<file path="src/rtl/xlat_pkg.sv">
`timescale 1ns/1ps
// Package: shared widths, walk states and the table-entry layout.
// Assumes 32-bit virtual addresses, 4 KB pages and 32-bit table entries.
package xlat_pkg;
    localparam int VA_W   = 32;
    localparam int OFF_W  = 12;
    localparam int IDX_W  = 10;
    localparam int VPN_W  = VA_W - OFF_W;
    localparam int PFN_W  = 20;
    localparam int ENT_W  = 32;
    localparam int LIM_W  = IDX_W + 1;
    localparam int RSV_W  = ENT_W - PFN_W - 1;

    typedef enum logic [1:0] {
        WK_IDLE  = 2'd0,
        WK_OUTER = 2'd1,
        WK_INNER = 2'd2
    } walk_state_e;

    // Table entry: base in the top bits, reserved middle, valid in bit 0.
    typedef struct packed {
        logic [PFN_W-1:0] base;
        logic [RSV_W-1:0] rsv;
        logic             valid;
    } pt_entry_t;

    function automatic logic [IDX_W-1:0] outer_of(input logic [VA_W-1:0] va);
        return va[VA_W-1 -: IDX_W];
    endfunction

    function automatic logic [IDX_W-1:0] inner_of(input logic [VA_W-1:0] va);
        return va[OFF_W +: IDX_W];
    endfunction

    function automatic logic [VPN_W-1:0] vpn_of(input logic [VA_W-1:0] va);
        return va[VA_W-1 -: VPN_W];
    endfunction
endpackage

</file>
<file path="src/rtl/xlat_cfg.sv">
`timescale 1ns/1ps
// Module: table-base and table-limit registers.
// Assumes a write is dropped whenever the walker reports busy.
module xlat_cfg
    import xlat_pkg::*;
(
    input  logic             clk,
    input  logic             rst_n,
    input  logic             wr_en,
    input  logic             wr_sel,
    input  logic [VA_W-1:0]  wr_data,
    input  logic             busy,
    output logic [VA_W-1:0]  tbl_base,
    output logic [LIM_W-1:0] tbl_limit
);
    logic [VA_W-1:0]  base_q;
    logic [LIM_W-1:0] limit_q;

    // Load the selected register when idle; hold it during a walk.
    always_ff @(posedge clk) begin
        if (!rst_n) begin
            base_q  <= '0;
            limit_q <= '0;
        end else if (wr_en && !busy) begin
            if (wr_sel) limit_q <= wr_data[LIM_W-1:0];
            else        base_q  <= wr_data;
        end
    end

    assign tbl_base  = base_q;
    assign tbl_limit = limit_q;

    // registers hold while a walk is running
    p_cfg_hold_r9: assert property (@(posedge clk) disable iff (!rst_n)
        busy |=> ($stable(base_q) && $stable(limit_q)));
endmodule

</file>
<file path="src/rtl/xlat_tcache.sv">
`timescale 1ns/1ps
// Module: fully associative translation cache with round-robin fill.
// Assumes a fill only follows a miss, so a tag is never stored twice.
// Flush has priority over a fill in the same cycle and masks the lookup.
module xlat_tcache
    import xlat_pkg::*;
#(
    parameter int NENT = 8
) (
    input  logic             clk,
    input  logic             rst_n,
    input  logic [VPN_W-1:0] look_tag,
    output logic             look_hit,
    output logic [PFN_W-1:0] look_pfn,
    input  logic             flush,
    input  logic             fill_en,
    input  logic [VPN_W-1:0] fill_tag,
    input  logic [PFN_W-1:0] fill_pfn
);
    localparam int PTR_W = (NENT > 1) ? $clog2(NENT) : 1;

    logic             vld_q [NENT];
    logic [VPN_W-1:0] tag_q [NENT];
    logic [PFN_W-1:0] pfn_q [NENT];
    logic [NENT-1:0]  match;
    logic [NENT-1:0]  vld_vec;
    logic [PTR_W-1:0] ptr_q;
    logic             do_fill;

    assign do_fill = fill_en && !flush;

    for (genvar g = 0; g < NENT; g++) begin : g_ent
        // Compare one stored tag against the lookup tag.
        assign match[g]   = vld_q[g] && (tag_q[g] == look_tag);
        assign vld_vec[g] = vld_q[g];

        // Clear on flush, load when the pointer selects this entry.
        always_ff @(posedge clk) begin
            if (!rst_n) begin
                vld_q[g] <= 1'b0;
                tag_q[g] <= '0;
                pfn_q[g] <= '0;
            end else if (flush) begin
                vld_q[g] <= 1'b0;
            end else if (fill_en && ptr_q == PTR_W'(g)) begin
                vld_q[g] <= 1'b1;
                tag_q[g] <= fill_tag;
                pfn_q[g] <= fill_pfn;
            end
        end
    end

    // Gather the frame of the single matching entry.
    always_comb begin
        look_pfn = '0;
        for (int k = 0; k < NENT; k++) begin
            if (match[k]) look_pfn = look_pfn | pfn_q[k];
        end
    end

    assign look_hit = (|match) && !flush;

    // Advance the round-robin pointer on every accepted fill.
    always_ff @(posedge clk) begin
        if (!rst_n) begin
            ptr_q <= '0;
        end else if (do_fill) begin
            ptr_q <= (ptr_q == PTR_W'(NENT - 1)) ? '0 : ptr_q + 1'b1;
        end
    end

    // a flush leaves no valid entry
    p_flush_clears_r8: assert property (@(posedge clk) disable iff (!rst_n)
        flush |=> (vld_vec == '0));
    // a page number is cached at most once
    p_single_match_r6: assert property (@(posedge clk) disable iff (!rst_n)
        $onehot0(match));
    // each fill moves the replacement pointer
    p_ptr_step_r7: assert property (@(posedge clk) disable iff (!rst_n)
        do_fill |=> (ptr_q != $past(ptr_q)));
endmodule

</file>
<file path="src/rtl/xlat_walker.sv">
`timescale 1ns/1ps
// Module: request acceptance, range check and two-step table walk.
// Assumes the memory answers each one-cycle mem_req with exactly one
// mem_rvalid pulse, and that the cache lookup runs on req_vaddr.
module xlat_walker
    import xlat_pkg::*;
(
    input  logic             clk,
    input  logic             rst_n,
    input  logic             req_valid,
    output logic             req_ready,
    input  logic [VA_W-1:0]  req_vaddr,
    input  logic [VA_W-1:0]  tbl_base,
    input  logic [LIM_W-1:0] tbl_limit,
    input  logic             look_hit,
    input  logic [PFN_W-1:0] look_pfn,
    output logic             mem_req,
    output logic [VA_W-1:0]  mem_addr,
    input  logic             mem_rvalid,
    input  logic [ENT_W-1:0] mem_rdata,
    output logic             fill_en,
    output logic [VPN_W-1:0] fill_tag,
    output logic [PFN_W-1:0] fill_pfn,
    output logic             rsp_valid,
    output logic             rsp_fault,
    output logic [VA_W-1:0]  rsp_paddr,
    output logic             busy
);
    walk_state_e     st_q;
    logic [VA_W-1:0] va_q;
    logic            accept;
    logic            in_range;
    pt_entry_t       ent;
    logic            unused_rsv;

    assign ent        = pt_entry_t'(mem_rdata);
    assign unused_rsv = ^ent.rsv;
    assign req_ready  = (st_q == WK_IDLE);
    assign busy       = (st_q != WK_IDLE);
    assign accept     = req_valid && req_ready;
    assign in_range   = {1'b0, outer_of(req_vaddr)} < tbl_limit;

    // Drive the fill port from the inner entry as it arrives.
    assign fill_en  = (st_q == WK_INNER) && mem_rvalid && ent.valid;
    assign fill_tag = vpn_of(va_q);
    assign fill_pfn = ent.base;

    // Sequence one request: hit, range fault, or outer then inner read.
    always_ff @(posedge clk) begin
        if (!rst_n) begin
            st_q      <= WK_IDLE;
            va_q      <= '0;
            mem_req   <= 1'b0;
            mem_addr  <= '0;
            rsp_valid <= 1'b0;
            rsp_fault <= 1'b0;
            rsp_paddr <= '0;
        end else begin
            rsp_valid <= 1'b0;
            mem_req   <= 1'b0;
            case (st_q)
                WK_IDLE: begin
                    if (accept) begin
                        va_q <= req_vaddr;
                        if (look_hit) begin
                            rsp_valid <= 1'b1;
                            rsp_fault <= 1'b0;
                            rsp_paddr <= {look_pfn, req_vaddr[OFF_W-1:0]};
                        end else if (!in_range) begin
                            rsp_valid <= 1'b1;
                            rsp_fault <= 1'b1;
                            rsp_paddr <= '0;
                        end else begin
                            st_q     <= WK_OUTER;
                            mem_req  <= 1'b1;
                            mem_addr <= tbl_base +
                                {{(VA_W-IDX_W-2){1'b0}}, outer_of(req_vaddr), 2'b00};
                        end
                    end
                end
                WK_OUTER: begin
                    if (mem_rvalid) begin
                        if (!ent.valid) begin
                            st_q      <= WK_IDLE;
                            rsp_valid <= 1'b1;
                            rsp_fault <= 1'b1;
                            rsp_paddr <= '0;
                        end else begin
                            st_q     <= WK_INNER;
                            mem_req  <= 1'b1;
                            mem_addr <= {ent.base, inner_of(va_q), 2'b00};
                        end
                    end
                end
                WK_INNER: begin
                    if (mem_rvalid) begin
                        st_q      <= WK_IDLE;
                        rsp_valid <= 1'b1;
                        rsp_fault <= !ent.valid;
                        rsp_paddr <= ent.valid ? {ent.base, va_q[OFF_W-1:0]} : '0;
                    end
                end
                default: st_q <= WK_IDLE;
            endcase
        end
    end

    // a hit answers next cycle without fault, offset carried through
    p_hit_resp_r2: assert property (@(posedge clk) disable iff (!rst_n)
        (accept && look_hit) |=>
            (rsp_valid && !rsp_fault && !mem_req &&
             rsp_paddr[OFF_W-1:0] == $past(req_vaddr[OFF_W-1:0])));
    // out-of-range miss faults next cycle with no read
    p_limit_fault_r4: assert property (@(posedge clk) disable iff (!rst_n)
        (accept && !look_hit && !in_range) |=> (rsp_valid && rsp_fault && !mem_req));
    // inner data produces the response in the following cycle
    p_inner_done_r3: assert property (@(posedge clk) disable iff (!rst_n)
        (st_q == WK_INNER && mem_rvalid) |=> (rsp_valid && st_q == WK_IDLE));
    // invalid outer entry faults without a second read
    p_outer_bad_r5: assert property (@(posedge clk) disable iff (!rst_n)
        (st_q == WK_OUTER && mem_rvalid && !ent.valid) |=>
            (rsp_valid && rsp_fault && !mem_req));
    // no request is taken while a read is being issued
    p_req_exclusive_r10: assert property (@(posedge clk) disable iff (!rst_n)
        mem_req |-> !req_ready);
endmodule

</file>
<file path="src/rtl/xlat_two_level.sv">
`timescale 1ns/1ps
// Module: top of the two-level page translation unit.
// Joins the register file, the translation cache and the walker.
// Assumes one request in flight and a memory that returns one word per read.
module xlat_two_level
    import xlat_pkg::*;
#(
    parameter int NENT = 8
) (
    input  logic        clk,
    input  logic        rst_n,
    input  logic        req_valid,
    output logic        req_ready,
    input  logic [31:0] req_vaddr,
    output logic        rsp_valid,
    output logic        rsp_fault,
    output logic [31:0] rsp_paddr,
    output logic        mem_req,
    output logic [31:0] mem_addr,
    input  logic        mem_rvalid,
    input  logic [31:0] mem_rdata,
    input  logic        cfg_we,
    input  logic        cfg_sel,
    input  logic [31:0] cfg_wdata,
    input  logic        flush
);
    logic [VA_W-1:0]  tbl_base;
    logic [LIM_W-1:0] tbl_limit;
    logic             busy;
    logic             look_hit;
    logic [PFN_W-1:0] look_pfn;
    logic             fill_en;
    logic [VPN_W-1:0] fill_tag;
    logic [PFN_W-1:0] fill_pfn;

    xlat_cfg u_cfg (
        .clk       (clk),
        .rst_n     (rst_n),
        .wr_en     (cfg_we),
        .wr_sel    (cfg_sel),
        .wr_data   (cfg_wdata),
        .busy      (busy),
        .tbl_base  (tbl_base),
        .tbl_limit (tbl_limit)
    );

    xlat_tcache #(.NENT(NENT)) u_cache (
        .clk      (clk),
        .rst_n    (rst_n),
        .look_tag (vpn_of(req_vaddr)),
        .look_hit (look_hit),
        .look_pfn (look_pfn),
        .flush    (flush),
        .fill_en  (fill_en),
        .fill_tag (fill_tag),
        .fill_pfn (fill_pfn)
    );

    xlat_walker u_walk (
        .clk        (clk),
        .rst_n      (rst_n),
        .req_valid  (req_valid),
        .req_ready  (req_ready),
        .req_vaddr  (req_vaddr),
        .tbl_base   (tbl_base),
        .tbl_limit  (tbl_limit),
        .look_hit   (look_hit),
        .look_pfn   (look_pfn),
        .mem_req    (mem_req),
        .mem_addr   (mem_addr),
        .mem_rvalid (mem_rvalid),
        .mem_rdata  (mem_rdata),
        .fill_en    (fill_en),
        .fill_tag   (fill_tag),
        .fill_pfn   (fill_pfn),
        .rsp_valid  (rsp_valid),
        .rsp_fault  (rsp_fault),
        .rsp_paddr  (rsp_paddr),
        .busy       (busy)
    );
endmodule

</file>
<file path="config.mk">
export PLATFORM = sky130hd
export DESIGN_NAME = xlat_two_level
export DESIGN_NICKNAME = d
export VERILOG_FILES = /design/src/rtl/xlat_pkg.sv /design/src/rtl/xlat_cfg.sv /design/src/rtl/xlat_tcache.sv /design/src/rtl/xlat_walker.sv /design/src/rtl/xlat_two_level.sv
export SDC_FILE = /design/constraint.sdc
export NUM_CORES = 1
export LEC_CHECK = 0
export BUFFER_PORTS_ARGS = -buffer_cell sky130_fd_sc_hd__buf_2
export CORE_MARGIN = 2
export CORE_UTILIZATION = 45
export DETAILED_ROUTE_END_ITERATION = 7
export GPL_TIMING_DRIVEN = 0
export SYNTH_ARGS = -nofsm -noshare
export SYNTH_HDL_FRONTEND = slang
export SYNTH_SLANG_ARGS = --single-unit
</file>
<file path="constraint.sdc">
create_clock -name clk -period 8.57 [get_ports clk]
set_input_delay 2.1425 -clock clk [delete_from_list [all_inputs] [get_ports clk]]
set_output_delay 2.1425 -clock clk [all_outputs]
set_load 0.02 [all_outputs]
</file>
==> flow_metrics.py, run 1 <==
metrics = {
    "logic_synthesis": {
        "synth_flop_cell": "edfxtp_1",
        "ys_top_cells_by_area": "edfxtp_1 (45%), dfxtp_1 (13%), and2_1 (6.0%), xor2_1 (4.1%), and3_1 (3.8%)",
        "synth_edf_count": 327,
        "netlist_instances": 1935,
        "synth_top_area_share_pct": 44.67,
        "yosysTopAreaCell": "edfxtp_1",
        "synth.most_common_cell": "edfxtp_1",
        "seq_area_frac_synth_pct": 58.14,
        "synthArstFlopShare_pct": 0,
        "synth-seq-cells": 475,
        "synth_cell_types": 56,
        "yosys_warnings": 0,
        "synthesis.area_mm2": 0.02198,
        "synthTopCellsByCount": "edfxtp_1 (327), and2_1 (211), nand2_1 (196)",
        "synth.avg_cell_area_um2": 11.36,
        "syn_nets": 2068,
    },
    "cells_and_area": {
        "fin_nets": 2275,
        "multi_input_area_mm2": 0.008474,
        "seq_area_mm2": 0.01278,
        "fill_cells": 4227,
        "syn_to_final_growth_pct": 14.90,
        "drive_gt1_share_pct": 15.26,
    },
    "clock_tree": {
        "root_buffer": "clkbuf_16",
        "cts_buffers": 49,
        "postCtsSetupRepairBufs": 0,
        "cts_tree": "done",
        "htreeDepth": 2,
        "clk-insertion-delay-late_ns": 0.60,
        "clk_path_buf_depth": 3,
        "cts_resized": 0,
        "cts_sinks": 475,
        "clk_pin_slew_ns": 0.06,
        "ctsHoldBuffers": 0,
    },
    "floorplanning": {
        "die_h_um": 225.0,
        "die-width_um": 225.0,
        "start_util_pct": 45.85,
        "fp.coreArea_mm2": 0.04795,
        "dieArea_mm2": 0.05064,
        "io_pins": 171,
        "row_count": 80,
    },
    "placement": {
        "gp_congestion": 0.8795,
        "numPortBuffers": 148,
        "hpwl_um": 47460,
        "pre_cts_ws_ns": 2.887,
    },
    "timing": {
        "finalHoldViolCount": 0,
        "rsz0062_at_grt": "no",
        "setup_viol": 0,
        "fin_crit_sh_pct": 60.07,
        "clock_skew_ns": 0.02849,
        "fin_ws_ns": 3.422,
        "slew_headroom_pct": 34.21,
        "min_period_ns": 5.148,
        "fmax_ghz": 0.1942,
        "maxSlewViolCount": 0,
        "worst_slew_pin_slew_ns": 0.9868,
        "tns_ns": 0,
    },
    "route": {
        "avgRoutedWirePerCell_um": 24.78,
        "drtIter0Drc": 1648,
        "drc_errors": 0,
        "drt_pass1_iterations": 5,
        "num_vias": 16132,
        "viasPerCell": 5.766,
        "ant_nets": 0,
        "drt_wl_total_um": 69350,
    },
    "worst_hold_path": {
        "worst_hold_path_type": "reg2reg",
        "hold_path_startpoint": "u_cfg.tbl_limit[9]",
    },
    "worst_setup_path": {
        "crit_top_cell": "buf_2",
        "critPathCaptureType": "register",
        "startpoint_type": "input port",
        "cp_slowest_cell": "nor4_2",
        "critPathMaxStageDelay_ns": 0.63,
        "required_ns": 9.09,
        "crit_arrival_ns": 5.67,
        "critPathKind": "in2reg",
        "crit_fanout": 10,
        "rr_startpoint": "u_cache.tag_q[0][65]",
        "startpoint": "req_vaddr[30]",
        "critical_path.cell_chain": "buf_2, buf_2, xor2_1, nor4_1, nand4_1, nor4_2, buf_2, buf_2, a22oi_1, a31oi_1, a21oi_1, a211oi_2",
    },
    "global_route": {
        "grt_max_degree": 30,
        "grt_use_total_pct": 27.48,
        "use_met2_pct": 44.24,
        "grt_first_pass_wirelength_um": 102000,
        "globalRouteOverflowTotal": 0,
        "met3_usage_pct": 6.115,
        "busiest_layer": "met2",
        "grt_use_met1_pct": 37.44,
        "grt_pass1_vias": 16009,
        "grt_antenna_before_repair": 4,
    },
    "power_and_ir_drop": {
        "peakVddDrop_uv": 135.1,
        "leakage_nw": 9.818,
        "powerDensity_mw_per_mm2": 211.5,
    },
    "status": {
        "status": "complete, no violations",
    },
    "flow_run": {
        "max_cap_viol_count": 0,
    },
}
where the power goes:
group / leakage (nW) / internal (mW) / switching, mW
Clock: 0.782 / 1.22 / 0.911
Sequential: 4.59 / 2.56 / 0.0925
Combinational: 4.44 / 0.189 / 0.373
cell usage in the layout, fill, tap and decap left out, types with 10 or more instances in the layout:
cell type and instances:
edfxtp_1 327, and2_1 211, nand2_1 188, buf_2 184, dfxtp_1 148, and3_1 134
a21oi_1 130, clkbuf_1 108, xor2_1 103, xnor2_1 84, clkbuf_16 54, nor2_1 53
a22oi_1 52, ha_1 29, a211oi_2 28, nand3_1 27, nand4_1 27, a31oi_1 24
inv_1 21, a22o_1 20, a221oi_1 20, nor4_1 19, a211oi_1 15, nand2b_1 13
o21ai_0 12, o211ai_1 11, a21o_1 10, nor3_1 10, o221ai_1 10, nor2_2 10
cell type report:
type	count	area share, %
antenna	1	0.009907
buffer	145	2.630
clock buffer	74	5.845
clock inverter	17	0.4210
inverter	22	0.3269
multi-input combinational	1293	33.55
sequential	475	50.60
tap	615	3.046
timing repair buffer	156	3.566
sequential cells by signal (all words and copies together), names as in the netlist:
name              cells
u_cfg.tbl_limit      11
u_cfg.tbl_base       32
u_cache.ptr_q         3
u_walk.rsp_fault      1
u_walk.mem_req        1
u_cache.tag_q       160
u_walk.st_q           2
u_cache.vld_q         8
u_walk.mem_addr      32
u_walk.rsp_paddr     32
u_walk.va_q          32
u_walk.rsp_valid      1
u_cache.pfn_q       160
final timing paths:
kind                     endpoint  cells after the start  slack, ns
max          u_walk.rsp_paddr[20]                     12       3.42
min reg2reg    u_cfg.tbl_limit[9]                      2       0.46
min            u_cfg.tbl_limit[9]                      2       0.46
max reg2reg  u_walk.rsp_paddr[17]                     10       5.10
stage by stage:
stage | cells | utilization (%) | hold WS (ns) | power [mW] | area, um2
detailed placement | 2706 | 49.38 | 0.4483 | 3.259 | 23670
global route | 2797 | 52.68 | 0.4744 | 5.500 | 25260
finish | 2798 | 52.68 | 0.4583 | 5.342 | 25260
CTS | 2797 | 52.68 | 0.4563 | 5.363 | 25260
floorplan | 1935 | - | 0.4262 | 3.012 | 21980
global placement | 2698 | 49.00 | 0.4421 | 3.240 | 23490
routing by layer:
metal	wire, um	vias up
met2	32170	711
met1	29000	7939
li1	-	7368
met4	1671	4
met5	19	-
met3	6486	110
kinds of logic after synthesis:
group	after synthesis	share of synthesized area (%)
xor gates and xnor gates	187	7.450
and+or+nand+nor	726	17.99
DFF	475	58.14
adders and majority gates	30	1.742
muxes	4	0.1821
buffers and inverters	167	3.398
AOI/OAI and AO/OA	346	11.09
worst max-delay path: cells and delay by family:
family / cells / cell delay [ns]
buf+inv: 4 / 1.33
simple gates: 3 / 1.12
compound gates: 4 / 0.92
xor+xnor: 1 / 0.12
Power figures use the tool's default switching activity.
==> run 2: changes to the inputs <==
--- a/config.mk
+++ b/config.mk
@@ -5,6 +5,7 @@
 export SDC_FILE = /design/constraint.sdc
 export NUM_CORES = 1
 export LEC_CHECK = 0
+export ABC_AREA = 1
 export BUFFER_PORTS_ARGS = -buffer_cell sky130_fd_sc_hd__buf_2
 export CORE_MARGIN = 2
 export CORE_UTILIZATION = 45
==> constraint.sdc (replaced) <==
create_clock -name clk -period 4.2 [get_ports clk]
set_input_delay 1.05 -clock clk [delete_from_list [all_inputs] [get_ports clk]]
set_output_delay 1.05 -clock clk [all_outputs]
set_load 0.02 [all_outputs]
==> run 2 against run 1 <==
Against the previous run: clock skew rose by 0.0056 ns; total power rose to 2.6 times the previous value; area after synthesis rose by 4.6%; count of clock-buffer cells in the layout shrank 3; sequential power is 120% higher; wire length is 15% higher; via count is 24% higher; final cell count increased by 36%.
==> flow_metrics.py, run 2 <==
metrics = {
    "clock_tree": {
        "cts_resized": 0,
        "cts_buffers": 51,
        "clk-insertion-delay-late_ns": 0.63,
        "root_buffer": "clkbuf_16",
        "cts_tree": "done",
        "clk_pin_slew_ns": 0.06,
        "htreeDepth": 2,
        "postCtsSetupRepairBufs": 0,
        "clk_path_buf_depth": 3,
        "cts_sinks": 475,
        "ctsHoldBuffers": 0,
    },
    "power_and_ir_drop": {
        "finalPower_mw": 13.84,
        "peakVddDrop_uv": 349.1,
        "powerDensity_mw_per_mm2": 525.3,
        "leakage_nw": 11.66,
    },
    "placement": {
        "dpl_cell_area_mm2": 0.02477,
        "gp_congestion": 0.9726,
        "hpwl_um": 57370,
        "dp.cells": 3705,
        "numPortBuffers": 150,
        "pre_cts_ws_ns": -0.09775,
    },
    "timing": {
        "finalHoldViolCount": 0,
        "fin_ws_ns": 0.4626,
        "setup_viol": 0,
        "min_period_ns": 3.737,
        "tns_ns": 0,
        "maxSlewViolCount": 0,
        "clock_skew_ns": 0.03410,
        "slew_headroom_pct": 36.79,
        "fmax_ghz": 0.2676,
        "fin_crit_sh_pct": 88.99,
        "worst_slew_pin_slew_ns": 0.9383,
        "holdWs_ns": 0.4602,
        "rsz0062_at_grt": "no",
    },
    "route": {
        "drt_pass1_iterations": 5,
        "drtIter0Drc": 2207,
        "viasPerCell": 5.281,
        "num_vias": 20067,
        "drc_errors": 0,
        "ant_nets": 0,
        "avgRoutedWirePerCell_um": 21.03,
        "drt_wl_total_um": 79910,
    },
    "worst_setup_path": {
        "startpoint_type": "input port",
        "crit_arrival_ns": 4.23,
        "required_ns": 4.69,
        "crit_fanout": 10,
        "critPathCaptureType": "register",
        "critPathKind": "in2reg",
    },
    "logic_synthesis": {
        "synth_flop_cell": "edfxtp_1",
        "netlist_instances": 2875,
        "synthTopCellsByCount": "nand2_1 (829), nor2_1 (650), edfxtp_1 (327)",
        "synth_top_area_share_pct": 42.71,
        "syn_nets": 3008,
        "synth_edf_count": 327,
        "ys_top_cells_by_area": "edfxtp_1 (43%), nand2_1 (14%), dfxtp_1 (13%), nor2_1 (11%), o21ai_0 (4.0%)",
        "synth_cell_types": 41,
        "yosysTopAreaCell": "edfxtp_1",
        "yosys_warnings": 0,
        "synth-seq-cells": 475,
        "seq_area_frac_synth_pct": 55.59,
        "synthesis.area_mm2": 0.02299,
        "synth.avg_cell_area_um2": 7.997,
        "synth.most_common_cell": "nand2_1",
        "synthArstFlopShare_pct": 0,
    },
    "flow_run": {
        "max_cap_viol_count": 0,
    },
    "cells_and_area": {
        "final_cell_mix": "nand2_1 (821), nor2_1 (650), edfxtp_1 (327)",
        "stdcell_area_mm2": 0.02635,
        "drive_gt1_share_pct": 10.20,
        "reg_top3": "u_cache.pfn_q x160, u_cache.tag_q x160",
        "fin_util_pct": 52.41,
        "syn_to_final_growth_pct": 14.60,
        "fin_nets": 3219,
        "final_common_cell": "nand2_1",
        "final_cells": 3800,
        "fill_cells": 4845,
    },
    "floorplanning": {
        "start_util_pct": 45.73,
        "dieArea_mm2": 0.05292,
        "die_h_um": 230.0,
        "die-width_um": 230.0,
        "fp.coreArea_mm2": 0.05027,
        "row_count": 82,
        "io_pins": 171,
    },
    "status": {
        "status": "complete, no violations",
    },
    "global_route": {
        "grt_max_degree": 33,
        "globalRouteOverflowTotal": 0,
        "grt_use_total_pct": 30.11,
        "grt_first_pass_wirelength_um": 118500,
        "grt_antenna_before_repair": 3,
        "grt_pass1_vias": 19144,
    },
    "worst_hold_path": {
        "worst_hold_path_type": "reg2reg",
    },
}
## run 2: cell types whose count changed after synthesis, sizes merged, moves of 88 or more
cell / delta
and3: -133
nand2: +640
nor2: +587
inv: +239
xor2: -88
and2: -210
o21ai: +183
## run 2: area by class of cell
cell class | count | area (um2) | area share, %
inverters | 300 | 1126 | 4.274
flip-flops and latches | 475 | 12780 | 48.51
multi-input cells | 1969 | 8508 | 32.29
clock buffers | 71 | 1434 | 5.442
clock inverters | 23 | 140.1 | 0.5319
plain buffers | 131 | 595.6 | 2.260
diodes | 1 | 2.502 | 0.009498
repair buffers | 158 | 918.4 | 3.486
well taps | 672 | 840.8 | 3.191
## run 2: routing by layer
metal | GRT usage, % | wire length (um) | up-vias
li1 | - | - | 9496
met1 | 41.61 | 33950 | 9569
met2 | 47.94 | 36150 | 844
met3 | 5.022 | 6976 | 154
met4 | 10.56 | 2802 | 4
met5 | 0 | 23 | -
## run 2: final timing paths
kind                      start                  end  slack, ns  depth (start not counted)
max reg2reg   u_cfg.tbl_base[2]  u_walk.mem_addr[30]       1.04                         14
min reg2reg  u_cfg.tbl_limit[4]   u_cfg.tbl_limit[4]       0.46                          2
max               req_vaddr[23]  u_walk.mem_addr[30]       0.46                         15
min          u_cfg.tbl_limit[4]   u_cfg.tbl_limit[4]       0.46                          2
## run 2: critical path, cell delays in order
cell	delay, ns
buf_2	0.12
buf_2	0.32
inv_2	0.20
fa_1	0.50
nand3b_1	0.18
nand2_1	0.13
a21boi_0	0.17
o21ai_1	0.41
nand2_1	0.18
nor2_1	0.32
nand4_1	0.13
nand3_1	0.10
o21ai_0	0.15
nor2_1	0.20
nor2_1	0.07
## run 2: logic make-up (layout without fill, tap and decap cells)
logic type | count (synthesis) | count (layout) | share of synthesized area, %
multiplexers | 1 | 1 | 0.04354
AND/OR/NAND/NOR | 1605 | 1605 | 27.17
AO/OA/AOI/OAI | 294 | 294 | 6.552
other | 0 | 1 | 0
XOR/XNOR | 39 | 39 | 1.486
flip-flops | 475 | 475 | 55.59
buffers and inverters | 431 | 683 | 7.488
adder cells (fa/ha/maj) | 30 | 30 | 1.665
## run 2: report_power, final
group	internal [mW]	switching (mW)	total [mW]
Combinational	1.04	2.66	3.70
Sequential	5.53	0.275	5.81
Clock	2.39	1.95	4.33
Total	8.96	4.88	13.8
==> run 3: changes to the inputs <==
--- a/config.mk
+++ b/config.mk
@@ -11,6 +11,7 @@
 export CORE_UTILIZATION = 45
 export DETAILED_ROUTE_END_ITERATION = 7
 export GPL_TIMING_DRIVEN = 0
+export PLACE_DENSITY = 0.75
 export SYNTH_ARGS = -nofsm -noshare
 export SYNTH_HDL_FRONTEND = slang
 export SYNTH_SLANG_ARGS = --single-unit
==> run 3 against run 2 <==
Against the previous run: combinational power fell by 3%; design area increased by 0.29%; utilization up 0.15 points; worst setup slack gained 0.022 ns; clock skew down 0.012 ns; critical path depth is 1 higher; clock power grew 4%; die area unchanged; sequential power about the same; sequential share of layout area is 0.14 points lower; largest cell class unchanged; highest routed layer is now met4.
==> flow_metrics.py, run 3 (same netlist as run 2, synthesis figures left out) <==
metrics = {
    "timing": {
        "slew_headroom_pct": 43.19,
        "rsz0062_at_grt": "no",
        "min_period_ns": 3.716,
        "clock_skew_ns": 0.02234,
        "setup_viol": 0,
        "fmax_ghz": 0.2691,
        "finalHoldViolCount": 0,
        "fin_crit_sh_pct": 88.47,
        "worst_slew_pin_slew_ns": 0.8433,
        "maxSlewViolCount": 0,
    },
    "cells_and_area": {
        "diodes": 0,
        "drive_gt1_share_pct": 10.38,
        "reg_top3": "u_cache.pfn_q x160, u_cache.tag_q x160",
        "final_common_cell": "nand2_1",
        "fin_util_pct": 52.56,
        "fin_nets": 3215,
        "final_cell_mix": "nand2_1 (821), nor2_1 (650), edfxtp_1 (327)",
        "fill_cells": 4612,
        "syn_to_final_growth_pct": 14.93,
    },
    "clock_tree": {
        "clk_pin_slew_ns": 0.07,
        "cts_tree": "done",
        "cts_sinks": 475,
        "cts_buffers": 47,
        "root_buffer": "clkbuf_16",
        "cts_resized": 0,
        "clk_path_buf_depth": 3,
        "postCtsSetupRepairBufs": 0,
        "ctsHoldBuffers": 0,
        "htreeDepth": 2,
        "clk-insertion-delay-late_ns": 0.58,
    },
    "power_and_ir_drop": {
        "swShare_pct": 33.61,
        "finalPower_mw": 13.92,
        "netSwitchingPower_mw": 4.678,
        "p_int_mw": 9.243,
        "leakage_nw": 11.70,
        "combPwrFrac_pct": 25.9,
        "powerDensity_mw_per_mm2": 526.9,
        "pwr-share-seq_pct": 41.7,
        "peakVddDrop_uv": 438.3,
        "clockPowerShare_pct": 32.4,
    },
    "worst_setup_path": {
        "critPathCaptureType": "register",
        "r2r_slack_ns": 1.15,
        "startpoint_type": "input port",
        "critical_path.cell_chain": "buf_2, buf_2, inv_2, fa_1, nand3b_1, nand2_1, a21boi_0, o21ai_1, nand2_1, nor2_1, nand2_1, xor2_1, nand2_1, nand2_1, nor2_1, nor2_1",
        "critPathMaxStageDelay_ns": 0.49,
        "cp_top_family": "simple AND/OR/NAND/NOR gates",
        "worst-path-buf-inv": 3,
        "startpoint": "req_vaddr[23]",
        "crit_fanout": 10,
        "crit_top_cell": "nand2_1",
        "rr_startpoint": "u_cfg.tbl_base[2]",
        "required_ns": 4.67,
        "critPathKind": "in2reg",
        "crit_arrival_ns": 4.18,
        "cp_slowest_cell": "fa_1",
    },
    "placement": {
        "gp_congestion": 0.9413,
        "numPortBuffers": 150,
        "hpwl_um": 51620,
    },
    "route": {
        "drc_errors": 0,
        "drtIter0Drc": 2511,
        "drt_wl_total_um": 73790,
        "drt_pass1_iterations": 6,
        "num_vias": 20220,
        "avgRoutedWirePerCell_um": 19.46,
        "viasPerCell": 5.332,
        "ant_nets": 0,
    },
    "worst_hold_path": {
        "worst_hold_path_type": "reg2reg",
        "hold_path_startpoint": "u_cfg.tbl_limit[5]",
    },
    "floorplanning": {
        "row_count": 82,
        "dieArea_mm2": 0.05292,
        "fp.coreArea_mm2": 0.05027,
        "io_pins": 171,
        "die_h_um": 230.0,
        "die-width_um": 230.0,
        "start_util_pct": 45.73,
    },
    "global_route": {
        "grt_pass1_vias": 19329,
        "grt_first_pass_wirelength_um": 110100,
        "grt_antenna_before_repair": 1,
        "grt_max_degree": 37,
        "globalRouteOverflowTotal": 0,
        "grt_use_total_pct": 27.47,
    },
    "status": {
        "status": "complete, no violations",
    },
    "flow_run": {
        "max_cap_viol_count": 0,
    },
}
## run 3: changes by cell type in the layout (fill, tap and decap cells not counted), moves of 2 or more
cell,previous run,this run
clkbuf_8,5,9
clkbuf_1,85,78
clkbuf_2,3,1
clkinv_8,2,0
bufinv_16,0,5
clkinv_1,50,45
## run 3: layout make-up
cell class                 instances  area, um2  share of cell area (%)
sequential                       475      12780                   48.37
multi-input combinational       1969       8508                   32.20
clock buffer                      64       1420                   5.374
inverter                         300       1126                   4.262
timing repair buffer             158      910.9                   3.447
tap                              672      840.8                   3.182
buffer                           131      595.6                   2.254
clock inverter                    23      240.2                  0.9091
## run 3: final timing paths
check / endpoint / depth (start not counted)
setup reg to reg: u_walk.mem_addr[28] / 15
hold / removal: u_cfg.tbl_limit[5] / 2
setup / recovery: u_walk.mem_addr[28] / 16
hold reg to reg: u_cfg.tbl_limit[5] / 2
## run 3: routing by layer
layer / up-vias / track usage (%) / wire length (um) / part of all wire (%)
met4: 0 / 15.46 / 4310 / 5.8
met3: 272 / 4.253 / 8172 / 11
met5: - / 0 / 0 / 0
met2: 1274 / 44.21 / 33330 / 45
met1: 9184 / 35.46 / 27980 / 38
li1: 9490 / - / - / -
## run 3: worst register-to-register path: cells and delay by family (launching register included)
family	cells	cell delay [ns]
and+or+nand+nor	9	1.21
AOI/OAI and AO/OA	2	0.63
adders and majority gates	2	0.56
DFF	1	0.34
xor gates and xnor gates	1	0.16
buffers and inverters	1	0.05
## run 3: stage by stage
| step | setup slack [ns] | cells | setup TNS (ns) | hold WS, ns | area, um2 |
|---|---|---|---|---|---|
| final | 0.4843 | 3792 | 0 | 0.4558 | 26420 |
| after floorplan | 0.9086 | 2875 | 0 | 0.4275 | 22990 |
| after global routing | 0.2973 | 3792 | 0 | 0.4745 | 26420 |
| after detailed placement | -0.01906 | 3705 | -0.01906 | 0.4518 | 24760 |
| after global placement | -0.02112 | 3697 | -0.02112 | 0.4453 | 24580 |
| after CTS | 0.5884 | 3792 | 0 | 0.4605 | 26420 |
## run 3: power by group through the flow
stage	Clock [mW]	Combinational, mW	Sequential (mW)
after CTS	4.50	3.54	5.80
final	4.51	3.60	5.81
after global routing	4.68	3.94	5.86
after global placement	0	3.46	5.89
after detailed placement	0	3.52	5.89
after floorplan	0	2.01	6.16
